`src/rtl/fpu_sb_pkg.sv`:
```
package fpu_sb_pkg;

  localparam int RES_W     = 5;
  localparam int PAT_DEPTH = 23;
  localparam int LAT_MAX   = 25;
  localparam int LAT_W     = $clog2(LAT_MAX + 1);
  localparam int CLS_W     = 3;

  localparam int RB_F0  = 0;
  localparam int RB_F1  = 1;
  localparam int RB_F2  = 2;
  localparam int RB_F3  = 3;
  localparam int RB_MUL = 4;

  typedef logic [RES_W-1:0] resMask_t;

  typedef enum logic [CLS_W-1:0] {
    CLS_SP_ARITH  = 3'd0,
    CLS_SP_DIV    = 3'd1,
    CLS_DP_ARITH  = 3'd2,
    CLS_DP_DIV    = 3'd3,
    CLS_DP_CONV   = 3'd4,
    CLS_INT_MUL   = 3'd5,
    CLS_STAT_LOAD = 3'd6,
    CLS_NONE      = 3'd7
  } opClass_e;

  typedef struct packed {
    logic             merge;
    logic             launch;
    logic [LAT_W-1:0] latency;
  } ctrlStrobe_t;

  localparam resMask_t M_F0  = resMask_t'(1) << RB_F0;
  localparam resMask_t M_F1  = resMask_t'(1) << RB_F1;
  localparam resMask_t M_F2  = resMask_t'(1) << RB_F2;
  localparam resMask_t M_F3  = resMask_t'(1) << RB_F3;
  localparam resMask_t M_MUL = resMask_t'(1) << RB_MUL;

  // Resource use of a class at a step; step 0 is the cycle after issue.
  function automatic resMask_t stepMask(opClass_e cls, int step);
    resMask_t m;
    m = '0;
    case (cls)
      CLS_SP_ARITH: begin
        if (step == 0)      m = M_F0 | M_F1;
        else if (step == 1) m = M_F2;
      end
      CLS_SP_DIV: begin
        if (step == 0)                   m = M_F0 | M_F1 | M_F3;
        else if (step == 1)              m = M_F2 | M_F3;
        else if (step >= 2 && step <= 8) m = M_F3;
        else if (step == 9)              m = M_F1 | M_F3;
        else if (step == 10)             m = M_F2;
      end
      CLS_DP_ARITH: begin
        if (step == 0)                   m = M_F0 | M_F1;
        else if (step >= 1 && step <= 5) m = M_F1 | M_F2;
        else if (step == 6)              m = M_F2;
      end
      CLS_DP_DIV: begin
        if (step == 0)                     m = M_F0 | M_F1 | M_F3;
        else if (step == 1)                m = M_F1 | M_F2 | M_F3;
        else if (step == 2)                m = M_F2 | M_F3;
        else if (step >= 3 && step <= 18)  m = M_F3;
        else if (step == 19)               m = M_F1 | M_F3;
        else if (step == 20 || step == 21) m = M_F1 | M_F2 | M_F3;
        else if (step == 22)               m = M_F2;
      end
      CLS_DP_CONV: begin
        if (step == 0)      m = M_F0 | M_F1;
        else if (step == 1) m = M_F1 | M_F2;
        else if (step == 2) m = M_F2;
      end
      CLS_INT_MUL: begin
        if (step >= 0 && step <= 3) m = M_MUL;
        else if (step == 4)         m = M_F2;
      end
      CLS_STAT_LOAD: begin
        if (step >= 1 && step <= 3) m = M_F1;
      end
      default: m = '0;
    endcase
    return m;
  endfunction

  function automatic logic [LAT_W-1:0] classLatency(opClass_e cls);
    case (cls)
      CLS_SP_ARITH:  return LAT_W'(3);
      CLS_SP_DIV:    return LAT_W'(12);
      CLS_DP_ARITH:  return LAT_W'(8);
      CLS_DP_DIV:    return LAT_W'(25);
      CLS_DP_CONV:   return LAT_W'(4);
      CLS_INT_MUL:   return LAT_W'(4);
      CLS_STAT_LOAD: return LAT_W'(4);
      default:       return '0;
    endcase
  endfunction

endpackage

```
`src/rtl/fpu_sb_ctrl.sv`:
```
module fpu_sb_ctrl
  import fpu_sb_pkg::*;
#(
  parameter int DEPTH = PAT_DEPTH
) (
  input  logic                  reqValid,
  input  logic [CLS_W-1:0]      reqClass,
  input  logic [DEPTH-1:0][RES_W-1:0] resvView,
  output logic [DEPTH-1:0][RES_W-1:0] pattern,
  output ctrlStrobe_t           strobe,
  output logic                  accept,
  output logic                  stall
);

  logic [DEPTH-1:0] slotHit;
  logic             conflict;
  logic             knownClass;
  opClass_e         cls;

  assign cls = opClass_e'(reqClass);

  for (genvar k = 0; k < DEPTH; k++) begin : g_slot
    resMask_t patK;
    resMask_t resK;
    assign patK       = stepMask(cls, k);
    assign resK       = resvView[k];
    assign pattern[k] = patK;
    // Same-resource overlap, plus the multiplier / stage1 exclusion.
    assign slotHit[k] = (|(patK & resK))
                      | (patK[RB_MUL] & resK[RB_F1])
                      | (patK[RB_F1]  & resK[RB_MUL]);
  end

  assign conflict   = |slotHit;
  assign knownClass = (cls != CLS_NONE);

  always_comb begin
    accept         = reqValid && knownClass && !conflict;
    stall          = reqValid && knownClass && conflict;
    strobe.merge   = accept;
    strobe.launch  = accept;
    strobe.latency = classLatency(cls);
  end

endmodule

```
`src/rtl/fpu_sb_datapath.sv`:
```
module fpu_sb_datapath
  import fpu_sb_pkg::*;
#(
  parameter int DEPTH  = PAT_DEPTH,
  parameter int LATMAX = LAT_MAX
) (
  input  logic                  clk,
  input  logic                  rstN,
  input  ctrlStrobe_t           strobe,
  input  logic [DEPTH-1:0][RES_W-1:0] pattern,
  output logic [DEPTH-1:0][RES_W-1:0] resvView,
  output logic                  resultReady
);

  logic [DEPTH-1:0][RES_W-1:0] resvQ, resvD;
  logic [LATMAX-1:0]           pendQ, pendD;

  // Slot k holds use for the cycle k+1 ahead; merge then advance.
  for (genvar k = 0; k < DEPTH; k++) begin : g_resv
    if (k == DEPTH - 1) begin : g_top
      assign resvD[k] = '0;
    end else begin : g_mid
      assign resvD[k] = resvQ[k+1] | (strobe.merge ? pattern[k+1] : '0);
    end
  end

  // Bit j fires j+1 cycles from now.
  for (genvar j = 0; j < LATMAX; j++) begin : g_pend
    logic launchHere;
    assign launchHere = strobe.launch && (strobe.latency == LAT_W'(j + 1));
    if (j == LATMAX - 1) begin : g_top
      assign pendD[j] = launchHere;
    end else begin : g_mid
      assign pendD[j] = pendQ[j+1] | launchHere;
    end
  end

  always_ff @(posedge clk or negedge rstN) begin
    if (!rstN) begin
      resvQ <= '0;
      pendQ <= '0;
    end else begin
      resvQ <= resvD;
      pendQ <= pendD;
    end
  end

  assign resvView    = resvQ;
  assign resultReady = pendQ[0];

endmodule

```
`src/rtl/fpu_stage_scoreboard.sv`:
```
module fpu_stage_scoreboard
  import fpu_sb_pkg::*;
#(
  parameter int DEPTH  = PAT_DEPTH,
  parameter int LATMAX = LAT_MAX
) (
  input  logic             clk,
  input  logic             rstN,
  input  logic             reqValid,
  input  logic [CLS_W-1:0] reqClass,
  output logic             accept,
  output logic             stall,
  output logic             resultReady
);

  logic [DEPTH-1:0][RES_W-1:0] resvView;
  logic [DEPTH-1:0][RES_W-1:0] pattern;
  ctrlStrobe_t                 strobe;

  fpu_sb_ctrl #(.DEPTH(DEPTH)) i_ctrl (
    .reqValid (reqValid),
    .reqClass (reqClass),
    .resvView (resvView),
    .pattern  (pattern),
    .strobe   (strobe),
    .accept   (accept),
    .stall    (stall)
  );

  fpu_sb_datapath #(.DEPTH(DEPTH), .LATMAX(LATMAX)) i_dp (
    .clk         (clk),
    .rstN        (rstN),
    .strobe      (strobe),
    .pattern     (pattern),
    .resvView    (resvView),
    .resultReady (resultReady)
  );

endmodule

```
`config.mk`:
```
export PLATFORM = sky130hd
export DESIGN_NAME = fpu_stage_scoreboard
export DESIGN_NICKNAME = d
export VERILOG_FILES = /design/src/rtl/fpu_sb_pkg.sv /design/src/rtl/fpu_sb_ctrl.sv /design/src/rtl/fpu_sb_datapath.sv /design/src/rtl/fpu_stage_scoreboard.sv
export SDC_FILE = /design/constraint.sdc
export NUM_CORES = 1
export LEC_CHECK = 0
export BUFFER_PORTS_ARGS = -buffer_cell sky130_fd_sc_hd__buf_2
export CORE_ASPECT_RATIO = 0.7
export CORE_UTILIZATION = 50
export CTS_CLUSTER_SIZE = 12
export DETAILED_ROUTE_END_ITERATION = 10
export GPL_TIMING_DRIVEN = 0
export MAX_ROUTING_LAYER = met4
export PLACE_DENSITY = 0.71
export SYNTH_ARGS = -nofsm -noshare
export SYNTH_HDL_FRONTEND = slang
export SYNTH_HIERARCHICAL = 1
export SYNTH_SLANG_ARGS = --single-unit
```
`constraint.sdc`:
```
create_clock -name clk -period 2.8 [get_ports clk]
set_clock_uncertainty 0.15 [all_clocks]
set_input_delay 0.28 -clock clk [delete_from_list [all_inputs] [get_ports clk]]
set_output_delay 0.28 -clock clk [all_outputs]
set_load 0.02 [all_outputs]
```
* Word-level counts from Yosys, hierarchy flattened
Cells that the tools add are included.
** Cells by class
- Eq/ne operators :: 32
- Muxes and demuxes :: 28
- Bitwise operators :: 155
- Reductions and logical operators :: 57
** Operator list (number)
- $reduce_or 5->1 :: 22
- $or 5x5->5 :: 20
- $and 4x5->5 :: 18
- $or 1x1->1 :: 68
- $pmux 5 s6 :: 2
- $mux 4 :: 13
- $eq 5x5->1 const B :: 10
- $eq 5x4->1 const B :: 8
- $pmux 4 s2 :: 4
- $logic_and 1x1->1 :: 28
- $and 1x1->1 :: 26
- $pmux 5 s5 :: 1
- $reduce_or 22->1 :: 1
- $and 5x5->5 :: 4
- $eq 5x3->1 const B :: 4
- $pmux 5 s4 :: 1
- $and 1x1->1 const A :: 18
- $mux 5 :: 3
- $pmux 5 s3 :: 1
- $pmux 4 s3 :: 1
- $eq 5x2->1 const B :: 2
- $eq 3x3->1 const B :: 3
- $eq 3x2->1 const B :: 2
- $mux 3 :: 2
- 8 further kinds :: 10
** Word-level totals
- Register bits :: 135
- Input bits :: 6
- Output and inout port bits :: 3
- Word-level logic and storage cells :: 295

* Logic depth before layout (Yosys ltp)
Gate-level depths: netlist of the first run.
- Depth in word-level cells :: 12
- Gate-level depth with buffers :: 9
- Depth with buffers taken out :: 7

* By module
The synthesis of the first run kept the hierarchy.
** Modules (own cells, without submodules)
- fpu_sb_datapath :: instances 1, cells an instance 312, area each 4688.2 um^2, sequential area each 3378.2 um^2
- fpu_sb_ctrl :: instances 1, cells an instance 166, area each 1152.4 um^2, sequential area each 0.0 um^2

* Least setup slack after synthesis of the first run
Ideal clock, no wire load.
- Path kind :: register to register
- From :: register i_dp.resvQ, in the netlist i_dp/resvView[38]
- To :: register i_dp.pendQ[16]
- Library setup time :: 0.064 ns
- Data arrival time :: 2.553 ns
- Required time :: 2.586 ns
- Slack :: 0.033 ns
- Cell stages (with the launch flop) :: 8
- Buffers on the path :: 1
- Period minus slack after synthesis :: 2.767 ns
- Cell sequence :: dfrtp_1 > or4_4 > o41ai_2 > o2111ai_1 > nor4b_2 > buf_4 > and4bb_2 > a31o_2
** On the way
- Word-level cells in the longest chain between the ends :: 9
** Ends and longest elaborated chain
- start, declared :: line fpu_sb_datapath.sv:15 : logic [DEPTH-1:0][RES_W-1:0] resvQ, resvD;
- start signal, assigned :: line fpu_sb_datapath.sv:43 : resvQ <= resvD;
- $and 4x5->5 :: line fpu_sb_ctrl.sv:29 : assign slotHit[k] = (|(patK & resK))
- $reduce_or 5->1 :: line fpu_sb_ctrl.sv:29
- $or 1x1->1 :: line fpu_sb_ctrl.sv:30 : | (patK[RB_MUL] & resK[RB_F1])
- $or 1x1->1 :: line fpu_sb_ctrl.sv:31 : | (patK[RB_F1] & resK[RB_MUL]);
- $reduce_or 22->1 :: line fpu_sb_ctrl.sv:34 : assign conflict = |slotHit;
- $logic_not 1->1 :: line fpu_sb_ctrl.sv:38 : accept = reqValid && knownClass && !conflict;
- $logic_and 1x1->1 :: line fpu_sb_ctrl.sv:38
- via accept :: line fpu_stage_scoreboard.sv:11 : output logic accept,
- $logic_and 1x1->1 :: line fpu_sb_datapath.sv:30 : assign launchHere = strobe.launch && (strobe.latency == LAT_W'(j + 1));
- $or 1x1->1 :: line fpu_sb_datapath.sv:34 : assign pendD[j] = pendQ[j+1] | launchHere;
- via i_dp.pendD[16] :: line fpu_sb_datapath.sv:16 : logic [LATMAX-1:0] pendQ, pendD;
- end signal, assigned :: line fpu_sb_datapath.sv:44 : pendQ <= pendD;
- end, declared :: line fpu_sb_datapath.sv:16
The timed path passes the listed nets, and every way through them passes these cells.

* Worst setup path after layout of the first run
- From :: register i_dp.resvQ, in the netlist i_dp/resvView[3]
- To :: output port stall
** On the way
- Word-level cells in the longest chain between the ends :: 6
** Ends and longest elaborated chain
- $and 5x5->5 :: line fpu_sb_ctrl.sv:29
- $reduce_or 5->1 :: line fpu_sb_ctrl.sv:29
- $or 1x1->1 :: line fpu_sb_ctrl.sv:30
- $or 1x1->1 :: line fpu_sb_ctrl.sv:31
- $reduce_or 22->1 :: line fpu_sb_ctrl.sv:34
- $logic_and 1x1->1 :: line fpu_sb_ctrl.sv:39 : stall = reqValid && knownClass && conflict;
- end, declared :: line fpu_stage_scoreboard.sv:12 : output logic stall,
No other way between the ends.

==> results.cfg, run 1 <==
[sta]
tightest_slew_ps = 560
maxSlewHeadroom_pct = 62.6
fin_crit_ps = 2920
postLayoutSetupSlackWorst_ps = -119
rsz0062_at_grt = yes
clock.fmax_mhz = 343
setup_tns_ps = -193
finalCritPeriodShare_pct = 104
maxSlewViolCount = 0
setup_viol = 2
hold_viol = 0

[cts]
clk-insertion-delay-late_ps = 420
cts.sinks = 134
clockRootBuffer = clkbuf_16
numCtsBuffers = 17
clkTransAtPathRegs_ps = 60
clk_path_buf_depth = 2
cts_tree = built
htree_levels = 4

[floorplan]
initial_utilization_pct = 51.9
rows = 32
coreArea_mm2 = 0.0111
pin_count = 9
die_h_um = 91.7
die_w_um = 130
die_area_mm2 = 0.0119

[setup_path]
critPathArrivalTime_ps = 2490
critPathLaunchType = register
crit_family = compound AO/OA/AOI/OAI gates
crit_path_max_incr_delay_ps = 550
crit_slowest_cell = or4_4
worstPathCellList = or4_4 > o41ai_4 > o2111ai_2 > buf_4 > o31a_1 > buf_6
r2r_slack_ps = 50
critical_path.max_fanout = 2
crit_buf_inv = 2
crit_type = reg -> out
crit_required_ps = 2370
end_kind = output port

[cells_and_area]
antenna_cells = 0
layout-drive-gt1-share_pct = 32.0
finalInstanceArea_mm2 = 0.00716
syn2layout_area_growth_pct = 24.5
nNetsFinal = 574
nFillCells = 860

[power]
power.density_mw_per_mm2 = 883
ir_drop_v = 0.000566
leakagePower_nw = 4.43

[detailed_routing]
drc = 0
first_pass_iters = 4
wirelength_um = 10600
ant_nets = 0
wl_per_cell_um = 14.4
num_vias = 3390
drt-initial-drc-count = 183
post_drt_via_cell_ratio = 4.62

[global_routing]
antenna_found_initial = 0
grt_pass1_wl_um = 17300
grt_pass1_vias = 3628
track_usage_pct = 20.4
grt_overflow_total = 0
grt_max_degree = 75

[run]
max_cap_viol_count = 0

[synthesis]
syn_inst = 468
ys_warn_count = 6
synth_area_mm2 = 0.00575
postSynthAreaPerCell_um2 = 12.3

[place]
io_buffers = 8
dpl_cell_area_mm2 = 0.00627
dp_hpwl_um = 6430
gp_congestion = 0.859

[status]
violations = setup timing
outcome = finished with violations

[min_path]
min_path_type = in -> reg
[final timing paths]
kind / from / to / depth (start not counted)
worst max-delay path: i_dp/resvView[3] / stall / 6
worst min-delay path: reqClass[1] / i_dp/resvView[7] / 4
worst max register to register: i_dp/resvView[3] / i_dp/pendQ[2] / 7
worst min register to register: i_dp/resvView[56] / i_dp/resvView[51] / 1
max in group asynchronous: rstN / i_dp/resvView[88] / 3
min in group asynchronous: rstN / i_dp/resvView[0] / 2
[sequential cells by signal (all words and copies together), names as in the netlist]
| register | cells |
|---|---|
| i_dp/pendQ | 25 |
| i_dp/resvView | 109 |
[power by group]
part | internal [mW] | switching [mW] | total [mW]
Sequential | 2.48 | 0.256 | 2.74
Combinational | 0.645 | 0.476 | 1.12
Clock | 1.58 | 0.875 | 2.46
[metrics by stage]
step	hold WS (ps)	utilization, %	setup WS [ps]	total power, mW	cells
detailed placement	144	56.5	-59.4	3.73	696
CTS	181	63.4	-99.5	6.30	733
finish	202	64.6	-119	6.32	734
global placement	255	56.2	-420	3.66	695
floorplan	-166	-	33.1	3.43	534
global route	276	64.6	-155	6.60	734
[final cells by class]
type                    instances  area (um^2)  area share (%)
clock inverters                15          226            3.16
well taps                     153          191            2.67
inverters                       9         33.8           0.472
flip-flops and latches        134         3350            46.8
multi-input cells             270         1780            24.9
plain buffers                 120          988            13.8
repair buffers                 16          159            2.22
clock buffers                  17          425            5.94
[worst register-to-register path, stage by stage, from the launching register on]
cell and delay, ps:
dfrtp_1 380, or4_4 550, o41ai_4 350, o2111ai_2 230, nor4b_4 310, buf_6 180
nand4b_1 240, o31ai_1 260
[cells in the final DEF, fill, tap and decap left out, types with 3 or more instances in the layout]
master	instances
nor4_1	7
buf_8	7
dfrtp_1	134
a21o_2	6
clkbuf_16	18
buf_12	4
a21o_1	107
buf_6	5
inv_1	9
clkinvlp_4	6
clkbuf_1	4
buf_2	7
nor2_1	9
o21bai_1	5
inv_6	3
buf_4	105
a31o_2	4
bufinv_16	5
nor2b_1	5
o21ai_0	4
nand2_1	6
conb_1	68
and2_1	5
nand2b_1	5
[repair_timing]
action                                 in CTS  in global routing
setup buffers                               5                  1
hold buffers                                1                  0
pin swaps                                   6                  5
cloned                                      0                  1
endpoints found under the hold margin      60                  0
setup endpoints to repair                  52                 65
resized for setup                          21                 27
[per-layer routing]
metal	global-route usage, %	share of wire (%)	vias to the layer above
met1	25.1	47	1694
met3	5.19	2.9	23
met5	-	0	-
met2	31.7	48	38
li1	-	-	1635
met4	9.40	2.2	0
(Power assumes the default switching activity.)
==> inputs of run 2 (changes only) <==
CORE_UTILIZATION = 30   (was 50)
GPL_ROUTABILITY_DRIVEN = 0   (was default)
PLACE_DENSITY = 0.47   (was 0.71)
==> results.cfg, run 2 (synthesis results as in run 1) <==
[status]
outcome = finished with violations
violations = setup timing

[cts]
clk-insertion-delay-late_ps = 420
clkTransAtPathRegs_ps = 60
htree_levels = 4
cts.sinks = 134
cts_tree = built
clockRootBuffer = clkbuf_16
clk_path_buf_depth = 2
numCtsBuffers = 17

[detailed_routing]
wl_per_cell_um = 12.8
drt-initial-drc-count = 239
wirelength_um = 10500
post_drt_via_cell_ratio = 4.03
num_vias = 3319
first_pass_iters = 4
ant_nets = 0
drc = 0

[place]
io_buffers = 8
dp.cells = 779
dp_hpwl_um = 6910

[setup_path]
crit_type = reg -> out
critPathLaunchType = register
r2r_slack_ps = 30
reg2reg_to = i_dp/pendQ[11]
r2r_cells = 8
end_kind = output port
critical_path.max_fanout = 2
crit_required_ps = 2370
r2r-start = i_dp/resvView[3]
critPathArrivalTime_ps = 2390

[floorplan]
die_h_um = 118
initial_utilization_pct = 31.3
rows = 41
coreArea_mm2 = 0.0184
pin_count = 9
die_area_mm2 = 0.0197
die_w_um = 168

[sta]
setup_viol = 1
tightest_slew_ps = 626
setup_tns_ps = -18.2
clock.fmax_mhz = 355
finalCritPeriodShare_pct = 101
maxSlewViolCount = 0
maxSlewHeadroom_pct = 58.3
postLayoutSetupSlackWorst_ps = -18.2
hold_viol = 0
fin_crit_ps = 2820
rsz0062_at_grt = yes

[cells_and_area]
layout_commonest_cell = dfrtp_1
syn2layout_area_growth_pct = 26.5
antenna_cells = 0
utilization_pct = 39.6
finalNonFillerCells = 823
nFillCells = 1734
layout-drive-gt1-share_pct = 32.7
largest_reg_flops = 109
layout_common_cells = dfrtp_1, buf_4, a21o_1
nNetsFinal = 580

[min_path]
holdPathEnd = i_dp/resvView[7]
min_path_type = in -> reg
hold_depth = 4
hold_path_startpoint = reqClass[1]

[global_routing]
antenna_found_initial = 0
grt_overflow_total = 0
track_usage_pct = 12.2
grt_pass1_wl_um = 18100
grt_max_degree = 73
grt_pass1_vias = 3465

[run]
max_cap_viol_count = 0

[power]
ir_drop_v = 0.000466
leakagePower_nw = 4.46
power.total_mw = 6.25
power.density_mw_per_mm2 = 858
run 2: worst max path at each step:
stage                         to  slack (ps)               from
2_1_floorplan     i_dp/pendQ[16]          30  i_dp/resvView[38]
3_3_place_gp      i_dp/pendQ[11]        -570               rstN
3_5_place_dp   i_dp/resvView[33]        -180  i_dp/resvView[38]
4_1_cts                   accept        -110  i_dp/resvView[33]
5_1_grt                   accept        -110   i_dp/resvView[3]
6_report                  accept         -20   i_dp/resvView[3]
run 2: area by class of cell:
type	count	area, um^2	area share, %
flip-flops and latches	134	3350	46.1
multi-input cells	270	1790	24.6
plain buffers	119	958	13.2
clock buffers	19	443	6.09
well taps	236	295	4.06
repair buffers	23	209	2.87
clock inverters	13	195	2.68
inverters	9	33.8	0.464
run 2: stage by stage:
step	instance area, um^2	setup slack [ps]	hold slack (ps)
global placement	6340	-573	258
detailed placement	6370	-176	163
floorplan	6000	33.1	-166
finish	7280	-18.2	209
global route	7280	-111	208
CTS	7140	-115	188
run 2: power by group:
group          internal, mW  total, mW  switching (mW)
registers              2.48       2.72           0.240
logic                 0.643       1.11           0.471
clock network          1.53       2.41           0.881
run 2: what timing repair did:
item	CTS	global route
gates resized for setup	21	21
endpoints found under the hold margin	62	0
gates cloned	0	1
pin swaps	11	13
hold buffers	1	0
setup buffers	6	6
setup endpoints to repair	56	67
run 2: layer usage:
metal / GRT usage, % / routed length (um) / vias to the layer above
li1: - / - / 1659
met1: 17.0 / 5620 / 1611
met2: 16.8 / 4480 / 36
met3: 2.82 / 278 / 13
met4: 5.50 / 148 / 0
met5: - / 0 / -
run 2: critical path: stages (launching register included):
cell and delay (ps):
dfrtp_1 370, or4_4 550, o41ai_4 360, o2111ai_2 230, nor4b_4 280, buf_4 190
